File: src/rtl/pix_ser_pkg.sv
package pix_ser_pkg;

    localparam int LANES    = 4;
    localparam int SLOTS    = 7;
    localparam int SIDE_W   = 4;
    localparam int WORD_W   = LANES * SLOTS;
    localparam int DATA_W   = WORD_W - SIDE_W;
    localparam int CNT_W    = $clog2(SLOTS);
    localparam int HIGH_CNT = (SLOTS + 1) / 2;

    typedef enum logic [1:0] {
        FMT_8  = 2'b00,
        FMT_12 = 2'b01,
        FMT_16 = 2'b10,
        FMT_24 = 2'b11
    } pix_fmt_e;

    typedef struct packed {
        logic [DATA_W-1:0] data;
        logic              lv;
        logic              fv;
        logic [1:0]        gpo;
    } ser_word_t;

    function automatic int fmt_bits(pix_fmt_e f);
        case (f)
            FMT_8:   return 8;
            FMT_12:  return 12;
            FMT_16:  return 16;
            default: return DATA_W;
        endcase
    endfunction

    function automatic logic [DATA_W-1:0] data_mask(pix_fmt_e f);
        logic [DATA_W-1:0] m;
        for (int i = 0; i < DATA_W; i++) m[i] = (i < fmt_bits(f));
        return m;
    endfunction

    function automatic logic [LANES-1:0] lane_enable(pix_fmt_e f);
        logic [LANES-1:0] e;
        for (int k = 0; k < LANES; k++)
            e[k] = (k * SLOTS < SIDE_W + fmt_bits(f));
        return e;
    endfunction

endpackage

File: src/rtl/pix_word_map.sv
module pix_word_map
    import pix_ser_pkg::*;
(
    input  ser_word_t              word_i,
    input  pix_fmt_e               fmt_i,
    output logic [LANES*SLOTS-1:0] lanes_o
);
    ser_word_t          masked;
    logic [LANES-1:0]   en;

    always_comb begin
        masked      = word_i;
        masked.data = word_i.data & data_mask(fmt_i);
        en          = lane_enable(fmt_i);
    end

    for (genvar k = 0; k < LANES; k++) begin : g_lane
        assign lanes_o[k*SLOTS +: SLOTS] = masked[k*SLOTS +: SLOTS] & {SLOTS{en[k]}};
    end
endmodule

File: src/rtl/pix_lane_shift.sv
module pix_lane_shift
    import pix_ser_pkg::*;
#(
    parameter int W = SLOTS
) (
    input  logic         clk,
    input  logic         rst,
    input  logic         load,
    input  logic [W-1:0] par_i,
    output logic         ser_o
);
    logic [W-1:0] sreg;

    always_ff @(posedge clk) begin
        if (rst)       sreg <= '0;
        else if (load) sreg <= par_i;
        else           sreg <= {sreg[W-2:0], 1'b0};
    end

    assign ser_o = sreg[W-1];
endmodule

File: src/rtl/pix_word_timer.sv
module pix_word_timer
    import pix_ser_pkg::*;
(
    input  logic clk,
    input  logic rst,
    output logic load_o,
    output logic wclk_o
);
    logic [CNT_W-1:0] cnt;

    always_ff @(posedge clk) begin
        if (rst) begin
            cnt    <= '0;
            wclk_o <= 1'b0;
        end else begin
            cnt    <= (cnt == CNT_W'(SLOTS-1)) ? '0 : cnt + 1'b1;
            wclk_o <= (cnt < CNT_W'(HIGH_CNT));
        end
    end

    assign load_o = ~rst & (cnt == '0);

    assert_cnt_range_R1: assert property (@(posedge clk) disable iff (rst)
        cnt <= CNT_W'(SLOTS-1));
    assert_load_period_R1: assert property (@(posedge clk) disable iff (rst)
        load_o |=> !load_o);
    assert_wclk_rise_R8: assert property (@(posedge clk) disable iff (rst)
        load_o |=> wclk_o);
endmodule

File: src/rtl/pix_serializer.sv
module pix_serializer
    import pix_ser_pkg::*;
(
    input  logic        clk,
    input  logic        rst,
    input  logic [1:0]  gpo_in,
    input  logic        fval_in,
    input  logic        lval_in,
    input  logic [23:0] data_in,
    input  logic [1:0]  fmt_in,
    output logic [3:0]  lane_o,
    output logic        wclk_o
);
    ser_word_t              word;
    logic [LANES*SLOTS-1:0] lane_par;
    logic                   load;
    pix_fmt_e               fmt_q;

    always_comb begin
        word.gpo  = gpo_in;
        word.fv   = fval_in;
        word.lv   = lval_in;
        word.data = data_in;
    end

    pix_word_timer u_timer (
        .clk    (clk),
        .rst    (rst),
        .load_o (load),
        .wclk_o (wclk_o)
    );

    pix_word_map u_map (
        .word_i  (word),
        .fmt_i   (pix_fmt_e'(fmt_in)),
        .lanes_o (lane_par)
    );

    for (genvar k = 0; k < LANES; k++) begin : g_ser
        pix_lane_shift #(.W(SLOTS)) u_shift (
            .clk   (clk),
            .rst   (rst),
            .load  (load),
            .par_i (lane_par[k*SLOTS +: SLOTS]),
            .ser_o (lane_o[k])
        );
    end

    always_ff @(posedge clk) begin
        if (rst)       fmt_q <= FMT_8;
        else if (load) fmt_q <= pix_fmt_e'(fmt_in);
    end

    assert_narrow_lanes_R5: assert property (@(posedge clk) disable iff (rst)
        (fmt_q == FMT_8) |-> (lane_o[3:2] == 2'b00));
    assert_mid_lanes_R6: assert property (@(posedge clk) disable iff (rst)
        (fmt_q == FMT_12 || fmt_q == FMT_16) |-> (lane_o[3] == 1'b0));
    assert_reset_quiet_R9: assert property (@(posedge clk)
        $past(rst) |-> (lane_o == 4'b0 && !wclk_o));
endmodule

File: config.mk
export PLATFORM = sky130hd
export DESIGN_NAME = pix_serializer
export DESIGN_NICKNAME = d
export VERILOG_FILES = /design/src/rtl/pix_ser_pkg.sv /design/src/rtl/pix_word_map.sv /design/src/rtl/pix_lane_shift.sv /design/src/rtl/pix_word_timer.sv /design/src/rtl/pix_serializer.sv
export SDC_FILE = /design/constraint.sdc
export NUM_CORES = 1
export LEC_CHECK = 0
export BUFFER_PORTS_ARGS = -buffer_cell sky130_fd_sc_hd__clkbuf_2
export CAP_MARGIN = 25
export CORE_MARGIN = 2
export CORE_UTILIZATION = 53
export CTS_BUF_LIST = sky130_fd_sc_hd__clkbuf_4
export DETAILED_ROUTE_END_ITERATION = 10
export PLACE_DENSITY = 0.8
export SYNTH_ARGS = -nofsm -noshare
export SYNTH_HDL_FRONTEND = slang
export SYNTH_SLANG_ARGS = --single-unit
File: constraint.sdc
create_clock -name clk -period 1.7 [get_ports clk]
set_input_delay 0.17 -clock clk [delete_from_list [all_inputs] [get_ports clk]]
set_output_delay 0.17 -clock clk [all_outputs]
set_load 0.02 [all_outputs]
==> results by group, run 1 <==
Setup path
  – Slowest stage cell, crit path: or3b_1
  – Top delay family on crit path: simple AND/OR/NAND/NOR gates
  – CP max FO: 24
  – CP Cell Sequence: inv_1, ha_1, or3b_1, buf_4, nand2_1, a21oi_1
  – Buffers plus inverters on the worst setup path: 2
  – CP arrival: 1.65 ns
  – Worst Setup End Kind: flop
  – Crit path kind: flop to flop
  – CP peak stage delay: 0.34 ns
  – CP required: 1.90 ns
  – Worst reg-to-reg setup slack: 0.25 ns
  – Startpoint class of the critical path: flop

Drt
  – Avg WL per Cell: 11.94 um
  – Initial DRC count: 14
  – Via-per-instance ratio: 5.108
  – Antenna-violating nets left: 0
  – DRC viols: 0
  – DR vias: 1088
  – Initial DRT Pass Iterations: 4
  – Drt total wl: 2543 um

Placement
  – Pre-CTS worst setup slack: 0.2562 ns
  – Final GP Congestion: 0.7018
  – Post-DP HPWL: 1903 um
  – Placed Cells: 205
  – Dpl cell area: 1516 um2
  – Number of port buffers: 36

Timing
  – Hold Violations, Final: 0
  – Setup violators final: 0
  – Tmin final: 1.449 ns
  – Max Slew Vio Count: 0
  – Final WS setup: 0.2510 ns
  – Tcrit/Tclk final: 85.23%
  – RSZ-0062 raised after global routing: false
  – Setup TNS: 0 ns
  – Clock skew: 0.006104 ns
  – Hold Worst Slack: 0.05548 ns
  – FMAX: 690.1 MHz
  – Slew Limit Headroom: 79.79%
  – Least-Margin Pin Slew: 0.3031 ns

Clock network
  – Worst-path clk slew: 0.09 ns
  – TritonCTS clock tree: built
  – Worst-skew pair later-pin latency: 0.32 ns
  – Root Driver: clkbuf_4
  – CTS Buf Count: 5
  – Post-CTS Hold Buffers: 0
  – Clock Tree Buf Depth: 2
  – Total setup buffers inserted after CTS: 0
  – H-tree depth: 2
  – Resized cells post-CTS: 0
  – CTS sink cnt: 32

Global routing
  – Largest net degree at the start of global routing: 25
  – Initial antenna violation count: 0
  – Gr ovfl total: 0
  – GRT Overall Usage: 19.59%
  – First-pass GRT wire length: 4022 um
  – Vias in the first global route: 966

Floorplanning
  – Die height: 55.17 um
  – Row count: 18
  – Die area: 3043 um2
  – IO Pins: 37
  – Starting Density: 56.01%
  – Core Area: 2477 um2
  – Die width: 55.17 um

Layout
  – Fillers: 233
  – Fin cells: 213
  – Post-layout nets: 223
  – Final instance area: 1568 um2
  – FF+latch area: 640.6 um2
  – Area Growth Syn to Fin: 12.98%
  – Share of layout cells above drive strength 1: 32.24%
  – Area occupied by multi-input gates: 613.1 um2
  – Antenna Diode Count: 0

Synth
  – Syn Inst Count: 148
  – Netlist Area Pre-Place: 1388 um2
  – Asr flop ratio synth: 0%
  – Top_reg_cell synth: dfxtp_1
  – Post-synth EDFFs: 0
  – YS warnings: 0
  – Post-synthesis sequential area ratio: 46.17%
  – Seq cells post-synth: 32
  – Syn Area/Cell: 9.376 um2
  – Post-synth net total: 189
  – Number of distinct library cells after synthesis: 22

Pwr
  – Pwr per Cell Area: 909.8 nW/um2
  – LEAKAGE: 0.7273 nW
  – Worst vdd ir: 0.7332 mV

Status
  – Status: finished clean

Flow run
  – Max Cap Viol: 0

Worst hold path
  – Hold WC Path Type: input port to flop
## stage by stage
| step | total power, mW | util [%] |
|---|---|---|
| floorplan | 1.002 | - |
| detailed placement | 1.049 | 61.21 |
| finish | 1.426 | 63.28 |
| global placement | 1.035 | 61.21 |
| CTS | 1.442 | 63.28 |
| global route | 1.497 | 63.28 |
## cell type report
cell class | count | share of cell area (%)
Sequential cell | 32 | 40.86
Timing Repair Buffer | 40 | 13.41
Tap cell | 30 | 2.394
Multi-Input combinational cell | 99 | 39.11
Inverter | 4 | 0.9577
Clock buffer | 5 | 2.394
Clock inverter | 3 | 0.8779
## layout by cell type (no fill, tap or decap), types with 2 or more instances in the layout
master	synthesis	layout
and3_1	4	4
nand2_1	21	21
a21oi_1	21	21
nor2_1	4	4
clkinv_2	0	2
clkbuf_2	0	36
nand3_1	23	23
and2_1	2	2
nand3b_2	4	4
clkbuf_4	0	5
ha_1	9	9
nand2_2	5	5
buf_4	4	4
dfxtp_1	32	32
inv_1	4	4
## sequential cells by signal, summed over array words and instances, names as in the netlist
name and count:
u_timer.cnt 3, u_timer.wclk_o 1, g_ser.u_shift.sreg 28
## per-layer routing
layer | vias up | share of wire, % | GRT usage, %
li1 | 558 | - | -
met1 | 492 | 41 | 21.14
met2 | 32 | 50 | 32.94
met3 | 6 | 6.4 | 6.183
met4 | 0 | 2.4 | 12.60
met5 | - | 0 | 0
## tightest hold or removal path: cells and delay by family
kind                   cells  cell delay, ns
AND/OR/NAND/NOR            2            0.10
buffers and inverters      1            0.08
## path summary, 6_finish.rpt
check	startpoint	end	cells past startpoint
hold / removal	data_in[0]	g_ser[0].u_shift.sreg[4]	3
setup / recovery	u_timer.cnt[0]	g_ser[2].u_shift.sreg[2]	6
hold reg to reg	g_ser[3].u_shift.sreg[4]	g_ser[3].u_shift.sreg[5]	2
setup reg to reg	u_timer.cnt[0]	g_ser[2].u_shift.sreg[2]	6
## synth_stat cells (2+ instances only)
master,number,area [um2]
dfxtp_1,32,640.6
nand3_1,23,115.1
a21oi_1,21,105.1
nand2_1,21,78.83
ha_1,9,112.6
buf_6,5,56.30
nand2_2,5,31.28
and3_1,4,25.02
buf_4,4,30.03
inv_1,4,15.01
nand3b_2,4,45.04
nor2_1,4,15.01
and2_1,2,12.51
clkbuf_1,2,7.510
## cell families after synthesis
family	after synthesis	synth area share, %
AND/OR/NAND/NOR	68	27.77
flip-flops	32	46.17
AO/OA/AOI/OAI	21	7.574
adder cells (fa/ha/maj)	9	8.116
buffers and inverters	17	9.648
multiplexers	1	0.7214
## report_power, final
group          switching, mW  internal [mW]  total, mW
Combinational          0.123         0.0937      0.216
Clock                  0.246          0.151      0.397
Sequential            0.0187          0.794      0.813
Note: power is estimated with default switching activity, not from simulation.
==> run 2, diff against run 1 <==
--- a/config.mk
+++ b/config.mk
@@ -12,6 +12,7 @@
 export CTS_BUF_LIST = sky130_fd_sc_hd__clkbuf_4
 export DETAILED_ROUTE_END_ITERATION = 10
 export PLACE_DENSITY = 0.8
+export RECOVER_POWER = 100
 export SYNTH_ARGS = -nofsm -noshare
 export SYNTH_HDL_FRONTEND = slang
 export SYNTH_SLANG_ARGS = --single-unit
==> results by group, run 2 (synthesis gave the netlist of run 1 again) <==
Timing
  – Tcrit/Tclk final: 87.68% (+2.4 points)
  – Slew Limit Headroom: 80.01% (+0.22 points)
  – Least-Margin Pin Slew: 0.2998 ns (-0.003295 ns)
  – Setup TNS: 0 ns (unchanged)
  – FMAX: 670.9 MHz (-2.8%)
  – Setup violators final: 0 (unchanged)
  – Clock skew: 0.005377 ns (-0.0007271 ns)
  – Hold Violations, Final: 0 (unchanged)
  – Max Slew Vio Count: 0 (unchanged)
  – Tmin final: 1.491 ns (+0.04164 ns)
  – RSZ-0062 raised after global routing: false

Clock network
  – Worst-skew pair later-pin latency: 0.32 ns (about the same)
  – Post-CTS Hold Buffers: 0 (unchanged)
  – Resized cells post-CTS: 0 (unchanged)
  – CTS Buf Count: 5 (unchanged)
  – CTS sink cnt: 32 (unchanged)
  – Clock Tree Buf Depth: 2 (unchanged)
  – Total setup buffers inserted after CTS: 0 (unchanged)
  – H-tree depth: 2 (unchanged)
  – Worst-path clk slew: 0.09 ns (about the same)
  – Root Driver: clkbuf_4
  – TritonCTS clock tree: built

Layout
  – Antenna Diode Count: 0 (unchanged)
  – Final instance area: 1543 um2 (-1.6%)
  – Post-layout nets: 223 (unchanged)
  – Largest Register: g_ser.u_shift.sreg
  – Commonest cells after routing, fill and taps aside: dfxtp_1, clkbuf_2, nand2_1
  – Biggest regs: g_ser.u_shift.sreg x28, u_timer.cnt x3, u_timer.wclk_o x1
  – Area Growth Syn to Fin: 11.18%
  – Commonest non-fill, non-tap cell in the layout: dfxtp_1
  – Largest register FFs: 28 (unchanged)
  – Share of layout cells above drive strength 1: 27.32% (-4.9 points)
  – Fin cells: 213 (unchanged)

Setup path
  – R2r worst-path depth: 6 (unchanged)
  – Worst Setup End Kind: flop
  – CP required: 1.90 ns (about the same)
  – Critical R2R Capture: g_ser[2].u_shift.sreg[2]
  – CP arrival: 1.69 ns (+0.04 ns)
  – Worst reg-to-reg setup slack: 0.21 ns (-0.04 ns)
  – Crit path kind: flop to flop
  – Startpoint class of the critical path: flop
  – CP max FO: 24 (unchanged)
  – Reg-to-reg startpoint: u_timer.cnt[0]

Global routing
  – First-pass GRT wire length: 4022 um (unchanged)
  – Initial antenna violation count: 0 (unchanged)
  – Gr ovfl total: 0 (unchanged)
  – Largest net degree at the start of global routing: 25 (unchanged)
  – Vias in the first global route: 966 (unchanged)
  – GRT Overall Usage: 19.59% (unchanged)

Drt
  – Drt total wl: 2548 um (+0.20%)
  – DRC viols: 0 (unchanged)
  – DR vias: 1080 (-0.74%)
  – Initial DRT Pass Iterations: 4 (unchanged)
  – Initial DRC count: 15 (+1)
  – Antenna-violating nets left: 0 (unchanged)
  – Avg WL per Cell: 11.96 um (+0.20%)
  – Via-per-instance ratio: 5.070 (-0.74%)

Pwr
  – Overall Power: 1.416 mW (-0.71%)
  – Pwr per Cell Area: 918.0 nW/um2 (+0.91%)
  – LEAKAGE: 0.7011 nW (-3.6%)
  – Worst vdd ir: 0.7305 mV (-0.37%)

Placement
  – Final GP Congestion: 0.7018 (unchanged)
  – Dpl cell area: 1516 um2 (unchanged)
  – Number of port buffers: 36 (unchanged)
  – Placed Cells: 205 (unchanged)
  – Post-DP HPWL: 1903 um (unchanged)

Status
  – Status: finished clean

Worst hold path
  – Hold Path Sink: g_ser[0].u_shift.sreg[4]
  – Hold WC Path Type: input port to flop
  – Hold path start: data_in[0]
  – Hold Crit Depth: 3 (unchanged)

Floorplanning
  – Die area: 3043 um2 (unchanged)
  – Die height: 55.17 um (unchanged)
  – Starting Density: 56.01% (unchanged)
  – Core Area: 2477 um2 (unchanged)
  – Die width: 55.17 um (unchanged)
  – IO Pins: 37 (unchanged)
  – Row count: 18 (unchanged)

Flow run
  – Max Cap Viol: 0 (unchanged)
==> run 2: area by class of cell <==
type                    count  area, um2
flip-flops and latches     32      640.6
clock buffers               5      37.54
clock inverters             3      13.76
repair buffers             40      203.9
multi-input cells          99      594.3
well taps                  30      37.54
inverters                   4      15.01
fillers                   241      934.6
==> run 2: metal layers <==
layer	GRT usage, %	vias to the layer above	wire length, um
li1	-	558	-
met1	21.14	486	1049
met2	32.94	30	1276
met3	6.183	6	160
met4	12.60	0	61
met5	0	-	0
==> run 2: metrics by stage <==
stage | util (%) | setup WS, ns | hold slack (ns)
2_1_floorplan | - | 0.3230 | 0.2930
3_3_place_gp | 61.21 | 0.3220 | 0.3804
3_5_place_dp | 61.21 | 0.2562 | 0.3913
4_1_cts | 63.28 | 0.2376 | 0.04508
5_1_grt | 62.27 | 0.1033 | 0.04677
6_report | 62.27 | 0.2094 | 0.05615
==> run 2: critical path, stage by stage (launching register included) <==
cell and delay, ns:
dfxtp_1 0.33, inv_1 0.09, ha_1 0.17, or3b_1 0.34
clkbuf_4 0.27, nand2_1 0.12, a21oi_1 0.07
==> run 2: how the worst max path moves through the flow <==
stage	from	endpoint	slack, ns	cells past startpoint
4_1_cts	u_timer.cnt[0]	g_ser[2].u_shift.sreg[3]	0.24	6
6_report	u_timer.cnt[0]	g_ser[2].u_shift.sreg[2]	0.21	6
3_3_place_gp	u_timer.cnt[0]	g_ser[2].u_shift.sreg[2]	0.32	6
5_1_grt	u_timer.cnt[0]	g_ser[2].u_shift.sreg[6]	0.10	6
2_1_floorplan	u_timer.cnt[0]	g_ser[0].u_shift.sreg[6]	0.32	7
3_5_place_dp	u_timer.cnt[0]	g_ser[2].u_shift.sreg[3]	0.26	6
==> run 2: power by group <==
group | switching (mW) | internal (mW)
sequential | 0.0172 | 0.794
clock | 0.244 | 0.151
combinational | 0.120 | 0.0896
total | 0.381 | 1.04
==> run 3, diff against run 2 <==
--- a/config.mk
+++ b/config.mk
@@ -13,6 +13,7 @@
 export DETAILED_ROUTE_END_ITERATION = 10
 export PLACE_DENSITY = 0.8
 export RECOVER_POWER = 100
+export REMOVE_ABC_BUFFERS = 1
 export SYNTH_ARGS = -nofsm -noshare
 export SYNTH_HDL_FRONTEND = slang
 export SYNTH_SLANG_ARGS = --single-unit
==> results by group, run 3 (synthesis gave the netlist of run 1 again) <==
Status
  – Status: finished clean

Layout
  – Commonest non-fill, non-tap cell in the layout: dfxtp_1
  – Largest Register: g_ser.u_shift.sreg
  – Post-layout nets: 223 (unchanged)
  – Area Growth Syn to Fin: 11.18% (unchanged)
  – Fin cells: 213 (unchanged)
  – Share of layout cells above drive strength 1: 28.42% (+1.1 points)
  – Fillers: 242 (+0.41%)
  – Largest register FFs: 28 (unchanged)
  – Commonest cells after routing, fill and taps aside: dfxtp_1, clkbuf_2, nand3_1
  – Biggest regs: g_ser.u_shift.sreg x28, u_timer.cnt x3, u_timer.wclk_o x1
  – Antenna Diode Count: 0 (unchanged)

Clock network
  – Clock Tree Buf Depth: 2 (unchanged)
  – CTS Buf Count: 5 (unchanged)
  – Worst-skew pair later-pin latency: 0.32 ns (about the same)
  – Resized cells post-CTS: 0 (unchanged)
  – CTS sink cnt: 32 (unchanged)
  – Total setup buffers inserted after CTS: 0 (unchanged)
  – Post-CTS Hold Buffers: 0 (unchanged)
  – Worst-path clk slew: 0.10 ns (about the same)
  – H-tree depth: 2 (unchanged)
  – TritonCTS clock tree: built
  – Root Driver: clkbuf_4

Global routing
  – Gr ovfl total: 0 (unchanged)
  – GRT Overall Usage: 18.57% (-1.0 points)
  – Largest net degree at the start of global routing: 25 (unchanged)
  – Vias in the first global route: 931 (-3.6%)
  – First-pass GRT wire length: 3767 um (-6.3%)
  – Initial antenna violation count: 0 (unchanged)

Drt
  – Initial DRT Pass Iterations: 4 (unchanged)
  – Via-per-instance ratio: 4.977 (-1.9%)
  – Antenna-violating nets left: 0 (unchanged)
  – DRC viols: 0 (unchanged)
  – Avg WL per Cell: 11.66 um (-2.6%)
  – Initial DRC count: 8 (-7)
  – Drt total wl: 2483 um (-2.6%)
  – DR vias: 1060 (-1.9%)

Timing
  – Hold Violations, Final: 0 (unchanged)
  – Setup violators final: 0 (unchanged)
  – RSZ-0062 raised after global routing: false
  – Setup TNS: 0 ns (unchanged)
  – Least-Margin Pin Slew: 0.2961 ns (-0.003722 ns)
  – Slew Limit Headroom: 80.22% (+0.21 points)
  – Hold Worst Slack: 0.05549 ns (-0.0006620 ns)
  – Max Slew Vio Count: 0 (unchanged)
  – Tmin final: 1.480 ns (-0.01066 ns)
  – Clock skew: 0.01009 ns (+0.004716 ns)
  – FMAX: 675.7 MHz (+0.72%)
  – Tcrit/Tclk final: 87.06% (-0.63 points)

Setup path
  – Worst Setup End Kind: flop
  – CP max FO: 16 (-33%)
  – Startpoint class of the critical path: flop
  – Crit path kind: flop to flop
  – CP required: 1.96 ns (+0.06 ns)
  – CP arrival: 1.74 ns (+0.05 ns)

Floorplanning
  – Die width: 55.17 um (unchanged)
  – IO Pins: 37 (unchanged)
  – Die area: 3043 um2 (unchanged)
  – Row count: 18 (unchanged)
  – Core Area: 2477 um2 (unchanged)
  – Die height: 55.17 um (unchanged)
  – Starting Density: 56.01% (unchanged)

Pwr
  – Internal power: 1.072 mW (+3.6%)
  – Clock group share of total power: 29.4% (+1.5 points)
  – Pwr per Cell Area: 934.1 nW/um2 (+1.8%)
  – Reg power frac: 56.3% (-1.0 points)
  – LEAKAGE: 0.6949 nW (-0.90%)
  – Sw power: 369.0 uW (-3.2%)
  – Comb pwr share: 14.2% (-0.6 points)
  – Worst vdd ir: 0.6754 mV (-7.5%)
  – Switching share of power: 25.61% (-1.3 points)
  – Overall Power: 1.441 mW (+1.8%)

Placement
  – Placed Cells: 205 (unchanged)
  – Number of port buffers: 36 (unchanged)
  – Final GP Congestion: 0.7078 (+0.85%)
  – Post-DP HPWL: 1858 um (-2.4%)

Flow run
  – Max Cap Viol: 0 (unchanged)

Worst hold path
  – Hold WC Path Type: input port to flop
[run 3: metal layers]
layer,share of wire [%],global-route usage (%),wire (um)
met1,43,18.46,1062
met2,49,32.54,1222
met3,6.2,5.645,154
met4,1.8,13.41,44
met5,0,0,0
[run 3: critical path: stages, from the launching register on]
cell and delay (ns):
dfxtp_1 0.32, inv_1 0.10, ha_1 0.19, nor3b_1 0.29, buf_4 0.26, nand3_1 0.12, a21oi_1 0.14
[run 3: worst paths after layout]
path,cells past startpoint,start,slack [ns],to
worst max register to register,6,u_timer.cnt[0],0.22,g_ser[2].u_shift.sreg[4]
worst max-delay path,6,u_timer.cnt[0],0.22,g_ser[2].u_shift.sreg[4]
worst min register to register,2,g_ser[3].u_shift.sreg[4],0.44,g_ser[3].u_shift.sreg[5]
worst min-delay path,3,data_in[9],0.06,g_ser[1].u_shift.sreg[6]
[run 3: area by class of cell]
type	instances	area (um2)	share of cell area, %
sequential	32	640.6	41.52
multi-input combinational	99	589.3	38.20
timing repair buffer	40	203.9	13.22
clock buffer	7	52.55	3.406
tap	30	37.54	2.433
inverter	4	15.01	0.9732
clock inverter	1	3.754	0.2433
[run 3: power by group through the flow]
stage	Sequential, mW	Combinational (mW)	Clock (mW)
5_1_grt	0.816	0.232	0.476
4_1_cts	0.814	0.218	0.440
3_5_place_dp	0.831	0.217	0
6_report	0.812	0.205	0.424
2_1_floorplan	0.836	0.114	0
3_3_place_gp	0.828	0.204	0
[run 3: per-stage QoR]
step                instance area (um2)  setup slack (ns)  util (%)
CTS                                1573            0.2091     63.48
finish                             1543            0.2200     62.27
global placement                   1516            0.3272     61.21
floorplan                          1269            0.1602         -
detailed placement                 1516            0.2378     61.21
global route                       1543           0.07004     62.27
